[config.mk]
export PLATFORM = sky130hd
export DESIGN_NAME = spd_fll
export DESIGN_NICKNAME = d
export VERILOG_FILES = /design/src/rtl/spd_fll.sv
export SDC_FILE = /design/constraint.sdc
export NUM_CORES = 1
export LEC_CHECK = 0
export BUFFER_PORTS_ARGS = -buffer_cell sky130_fd_sc_hd__buf_4
export CORE_ASPECT_RATIO = 1.4
export CORE_UTILIZATION = 40
export DETAILED_ROUTE_END_ITERATION = 7
export PLACE_DENSITY = 0.61
export SLEW_MARGIN = 20
export SYNTH_ARGS = -nofsm -noshare
export SYNTH_HDL_FRONTEND = slang
export SYNTH_SLANG_ARGS = --single-unit
export TNS_END_PERCENT = 1
[constraint.sdc]
create_clock -name clk -period 10.16 [get_ports clk]
set_clock_uncertainty 0.2 [all_clocks]
set_input_delay 0.508 -clock clk [delete_from_list [all_inputs] [get_ports clk]]
set_output_delay 0.508 -clock clk [all_outputs]
set_load 0.005 [all_outputs]
[src/rtl/spd_fll.sv]
module spd_fll #(
  parameter int CW   = 16,
  parameter int MAXW = 255,
  parameter int GW   = 5,
  localparam int WW  = $clog2(MAXW + 1)
) (
  input  logic          clk,
  input  logic          rst_n,
  input  logic          tick_elec,
  input  logic          tick_mech,
  input  logic          use_mech,
  input  logic          bypass,
  input  logic [CW-1:0] target,
  input  logic          short_req,
  input  logic [GW-1:0] gain_in,
  output logic          pump_up,
  output logic          pump_dn,
  output logic          at_speed,
  output logic          short_out,
  output logic [GW-1:0] gain_out
);

  localparam logic [CW-1:0] FULL = '1;
  localparam logic [CW-1:0] CAPC = CW'(MAXW);
  localparam logic [WW-1:0] CAPW = WW'(MAXW);

  logic [CW-1:0] cnt;
  logic [WW-1:0] wcnt;
  logic          primed;
  logic          dir_up;

  logic          tick, ovf, slow, fast, fire;
  logic [CW-1:0] diff;
  logic [WW-1:0] wsel;

  assign tick = use_mech ? tick_mech : tick_elec;
  assign ovf  = (cnt == FULL);
  assign slow = ovf || (cnt > target);
  assign fast = !ovf && (cnt < target);
  assign diff = slow ? (cnt - target) : (target - cnt);
  assign wsel = (ovf || diff > CAPC) ? CAPW : diff[WW-1:0];
  assign fire = tick && primed && !bypass && (slow || fast);

  always_ff @(posedge clk or negedge rst_n) begin
    if (!rst_n) begin
      cnt      <= '0;
      primed   <= 1'b0;
      wcnt     <= '0;
      dir_up   <= 1'b0;
      at_speed <= 1'b0;
    end else begin
      if (tick) begin
        cnt    <= CW'(1);
        primed <= 1'b1;
      end else if (!ovf) begin
        cnt <= cnt + 1'b1;
      end

      if (bypass) begin
        wcnt <= '0;
      end else if (fire) begin
        wcnt   <= wsel;
        dir_up <= slow;
      end else if (wcnt != '0) begin
        wcnt <= wcnt - 1'b1;
      end

      if (fire && fast) at_speed <= 1'b1;
    end
  end

  assign pump_up   = dir_up  && (wcnt != '0);
  assign pump_dn   = !dir_up && (wcnt != '0);
  assign short_out = short_req;
  assign gain_out  = gain_in;

endmodule

# After elaboration in Yosys (flattened, before gate mapping)
# Cells that the tools add are included.
# word_totals
reg_bits,27
in_bits,28
output_inout_bits,9
wordCells,39
# classes
addsub,4
n_lt_le_gt_ge,3
n_eq_ne,2
muxes,8
n_bitwise,1
reduce_logical,16
# ops
cell,n
$mux 16,3
$mux 8,4
$sub 16x16->16,2
$add 16x1->16 const B,1
$eq 16x16->1 const B,1
$gt 16x16->1,1
$gt 16x8->1 const B,1
$lt 16x16->1,1
$reduce_bool 8->1,1
$sub 8x1->8 const B,1
$logic_and 1x1->1,7
$logic_not 1->1,3
$logic_or 1x1->1,3
$reduce_bool 3->1,1
$ne 2x2->1 const B,1
$reduce_and 2->1,1
$mux 1,1
$not 1->1,1

# Logic depth before layout (Yosys ltp)
# depth
ltp_word,8
depth_mapped,15
mapped_depth_nobuf,13

# Worst setup path before layout
# No wires, ideal clock.
# synth_timing
path_type,input to register
start,input target[0]
end,register wcnt[1]
setup_time_ns,0.128
arrival_time_ns,2.927
t_required_ns,9.832
setup_slack_ns,6.905
cell_stages,14
path_buffers,2
path_cell_list,ha_1 inv_1 fa_1 a21oi_1 o21ai_0 a211oi_2 o21ai_0 o21ai_2 buf_6 mux2i_1 xnor2_1 and4_1 buf_6 a31oi_2
# synth_between
elab_chain_len,8
# synth_lines
item,line,source
start: declaration,13,"input logic [CW-1:0] target,"
$gt 16x16->1,38,assign slow = ovf || (cnt > target);
$logic_or 1x1->1,38,
$mux 16,40,assign diff = slow ? (cnt - target) : (target - cnt);
$gt 16x8->1,41,assign wsel = (ovf || diff > CAPC) ? CAPW : diff[WW-1:0];
$logic_or 1x1->1,41,
$mux 8,41,
$mux 8,61,end else if (fire) begin
$mux 8,59,if (bypass) begin
end signal: assignment,62,wcnt <= wsel;
end signal: assignment,65,wcnt <= wcnt - 1'b1;
end: declaration,28,logic [WW-1:0] wcnt;
# Parallel ways exist; a longest one is shown, timed or not.
# A chain may end at the register's enable or synchronous reset.

# Worst setup path in the final report
# layout_timing
start,register cnt[0]
end,register wcnt[1]
# layout_between
elab_chain_len,8
# layout_lines
item,line,source
start: declaration,27,logic [CW-1:0] cnt;
start signal: assignment,56,cnt <= cnt + 1'b1;
$gt 16x16->1 or $eq 16x16->1 (tied branches),"38, 37",
$logic_or 1x1->1,38,
$mux 16,40,
$gt 16x8->1,41,
$logic_or 1x1->1,41,
$mux 8,41,
$mux 8,61,
$mux 8,59,
# Parallel ways exist; a longest one is shown, timed or not.

==> run summary <==
After detailed routing, the total wire length is 7740 um. The global routing usage on met3 was 1.86%; the met1 usage in global routing was 23.3%. For the number of max-capacitance violations reported, the log shows 0. For the required time of the worst setup path, the log shows 10110 ps. In this run the worst path has a maximum fanout of 11.

The number of global-route vias before repair was 2793. The most used flip-flop cell after synthesis is dfrtp_1. Setup repair after global routing left no endpoint under its margin. Total power for the finished layout comes to 0.000312 W. Sequential area share after synthesis: 21.1%.

Type of the worst setup path: flop to flop. The synthesized design spends more area on one cell type than any other, namely dfrtp_1. 0 antenna diodes ended up in the layout.

The row count is 38, and the core occupancy in the finished layout is 44.2%. Hold is met by 287 ps. After floorplanning, the core was sized to cover 0.00775 mm2. The detailed router's first-iteration violation count is 149. The min-delay analysis places its worst path in the category flop to flop. CTS placed an instance of clkbuf_8 at the clock tree root. For the number of endpoints with negative hold slack in the final report, the log shows 0. The HPWL after detailed placement is 6210 um. TritonCTS built the clock tree. The detailed router placed 2839 vias in this run. The logs give 0 for the initial antenna violation count and 48.8 uV for the largest voltage drop on the vdd net. The critical path capture point type was a flop. The run gives 40.0% as the relative contribution of sequential cells to total power.

The combined global-route utilization of all metal layers came out at 19.8%. The tools report the CTS sink count as 27. For the max-slew violation count, the log shows 0. After synthesis, the mean cell area works out to 8.02 um2.

The highest attainable clock frequency was 0.250 GHz. The fraction of power spent switching nets was 36.3%. In this run, synthesis inferred 0 flip-flops with an integrated enable. The average via count per standard cell works out to 5.59. On the worst path, the slowest cell contributes a delay of 490 ps. The fraction of registers with async set or reset after synthesis came out at 100%.

The first global-routing pass estimated 13300 um of wire. The proportion of netlist area held by the largest area contributor works out to 21.1%. The tools report the H-tree depth reported by CTS as 1. The detail route stage leaves a number of antenna-violating nets equal to 0. The number of synthesized register bits is 27.

The die footprint came out at 0.00838 mm2. Once placement completed, the tool counted placed cells totaling 503. The top cell types in the final layout, fill and taps aside, are 41 x inv_1, 34 x ha_1, 33 x a21oi_1, 30 x nor2_1, 30 x nand2_1.

The flow ran to the end, and the final reports show no timing, DRC or antenna violations. The run gives 28 as the maximum number of pins on one net before global-route repair. For the number of nets in the final layout, the log shows 473. The kind of start point of the critical path is a flop. The tools report the internal power summed over all cells as 0.000199 W.

For this design, the slowest cell found on the critical path is o21ai_2. The relative contribution of the clock network to total power was 20.8%; the I/O pin total was 37. The run gives 0 as the number of DRC violations after detailed routing. The die is 77.7 um wide.

The number of standard cells in the final layout excluding fillers is 508, and the arrival time at the worst endpoint is 3950 ps. At the pin with the least slew margin, the transition time is 759 ps. Setup total negative slack on the finished layout was measured at 0 ps.

The cell leakage power was 1.48 nW. The pre-antenna-repair detailed-routing pass consisted of 5 iterations. The critical path goes through inv_1 > ha_1 > inv_1 > fa_1 > a21oi_1 > o21ai_0 > a211oi_2 > o21ai_0 > o21ai_2 > mux2i_1 > xnor2_1 > and4_1 > a31oi_2.

Routability-driven placement finished with a final weighted congestion of 0.903. The number of buffers inserted during clock tree synthesis is 3, and the count of distinct cell types in the synthesized netlist is 60. In this run the power density over the cells is 91.1 mW/mm2. In the final layout, the share of cells above drive strength 1 is 12.5%. The run gives 0.000113 W as the switching power of the nets.

The library cell used most frequently in the layout, excluding fill and tap cells, is inv_1. The number of buffers inserted for hold repair after clock tree synthesis came out at 1. The clock passes through at most 2 buffers. The busiest metal layer after global routing was met2. The count of input and output buffers is 24. In this run the tightest slew margin relative to its limit is 49.0%. Dividing the detail-routed wire length by the instance count gives 15.2 um. The worst path uses 39.3% of the clock period. Combinational logic burns 39.1% of the power. The signed area change from the synthesized netlist to the final layout is 6.79%. The clock input transition at the sequential cells of the worst setup and hold paths was 110 ps; the vertical extent of the die was 108 um. The number of gates resized after CTS was 0.

The tools report the total global routing overflow as 0. When the netlist entered floorplanning its net count stood at 464. Once the floorplan was initialized, standard cells occupied 41.4% of the core. Yosys printed 0 warnings. The met2 capacity usage during global routing was 37.7%.

For the worst-skew pair, the clock arrives at the later sink with an insertion delay of 290 ps. The logs give 400 for the number of instances in the synthesized netlist and 0 for the total setup buffers inserted after CTS. The synthesized area came out at 0.00321 mm2.

Subtracting the final worst setup slack from the clock period gives 3990 ps. After synthesis, the cell types taking the most area are dfrtp_1 21%, ha_1 13%, xnor2_1 5.7%, a21oi_1 5.2%, inv_1 4.8%. The tools report the total of endpoints with negative setup slack in the final report as 0.
## sequential cells by signal (all words and copies together), names as in the netlist
name      count
cnt          16
wcnt          8
at_speed      1
dir_up        1
primed        1
## kinds of logic (layout without fill, tap and decap cells)
family / after synthesis / after routing / synth area share (%)
DFF: 27 / 27 / 21.1
and+or+nand+nor: 127 / 127 / 21.1
buffers and inverters: 65 / 73 / 9.87
xor gates and xnor gates: 32 / 32 / 8.74
adders and majority gates: 36 / 36 / 14.5
muxes: 3 / 3 / 0.975
AOI/OAI and AO/OA: 110 / 110 / 23.7
## worst paths after layout
check                                         from  cells past startpoint                    to  slack (ps)
worst max register to register  cnt[0]$_DFFE_PN0P_                     13   wcnt[1]$_DFFE_PN0P_        6170
worst min register to register  primed$_DFFE_PN0P_                      1    primed$_DFFE_PN0P_         290
worst max-delay path            cnt[0]$_DFFE_PN0P_                     13   wcnt[1]$_DFFE_PN0P_        6170
max in group asynchronous                    rst_n                      2   cnt[13]$_DFFE_PN0P_        9020
min in group asynchronous                    rst_n                      2  at_speed$_DFFE_PN0P_         460
worst min-delay path            primed$_DFFE_PN0P_                      1    primed$_DFFE_PN0P_         290
## synth_stat cells (3+ instances only)
master and number:
buf_2 4, nor3b_1 4, and3_1 3, a21o_1 10, o21a_1 8, nand2b_1 4
o22ai_1 3, a21oi_1 33, o21ai_0 16, nor2b_1 3, and4_1 3, buf_4 8
a31oi_1 3, o221ai_1 7, or3_1 4, a22oi_2 3, inv_1 41, nor2_1 30
xnor2_1 21, nand4_1 8, a21oi_2 4, clkbuf_1 6, nand3_1 12, buf_6 5
nor3_1 10, ha_1 34, nand2_1 30, a211oi_1 5, dfrtp_1 27, xor2_1 11
o211ai_1 3
## critical path: cells and delay by family, from the launching register on
kind,cells,cell delay [ps]
AO/OA/AOI/OAI,6,1630
XOR/XNOR,1,130
adder cells (fa/ha/maj),2,560
buffers and inverters,2,160
flip-flops,1,430
multiplexers,1,270
AND/OR/NAND/NOR,1,480
## metal layers
layer  vias up  routed length (um)
met2        41                4110
met3         9                 186
met1      1368                3350
met5         -                   0
met4         0                  97
li1       1421                   -
## power by group through the flow
stage          sequential (W)  combinational (W)   clock, W
2_1_floorplan        0.000125          0.0000921          0
3_3_place_gp         0.000127           0.000121          0
3_5_place_dp         0.000127           0.000122          0
4_1_cts              0.000125           0.000123  0.0000672
5_1_grt              0.000127           0.000136  0.0000732
6_report             0.000125           0.000122  0.0000650
## final cells by class
class | count | area [um2]
clock buffers | 3 | 41.3
clock inverters | 1 | 5.00
fillers | 793 | 4330
inverters | 42 | 158
multi-input cells | 308 | 2210
flip-flops and latches | 27 | 676
well taps | 100 | 125
repair buffers | 27 | 205
## stage by stage
step | cell area [um2] | worst slack (ps)
floorplan | 3210 | 6900
global placement | 3370 | 5880
CTS | 3420 | 5990
global route | 3420 | 5870
detailed placement | 3370 | 5830
finish | 3420 | 6170
No activity file was read; power rests on OpenSTA's default activity.
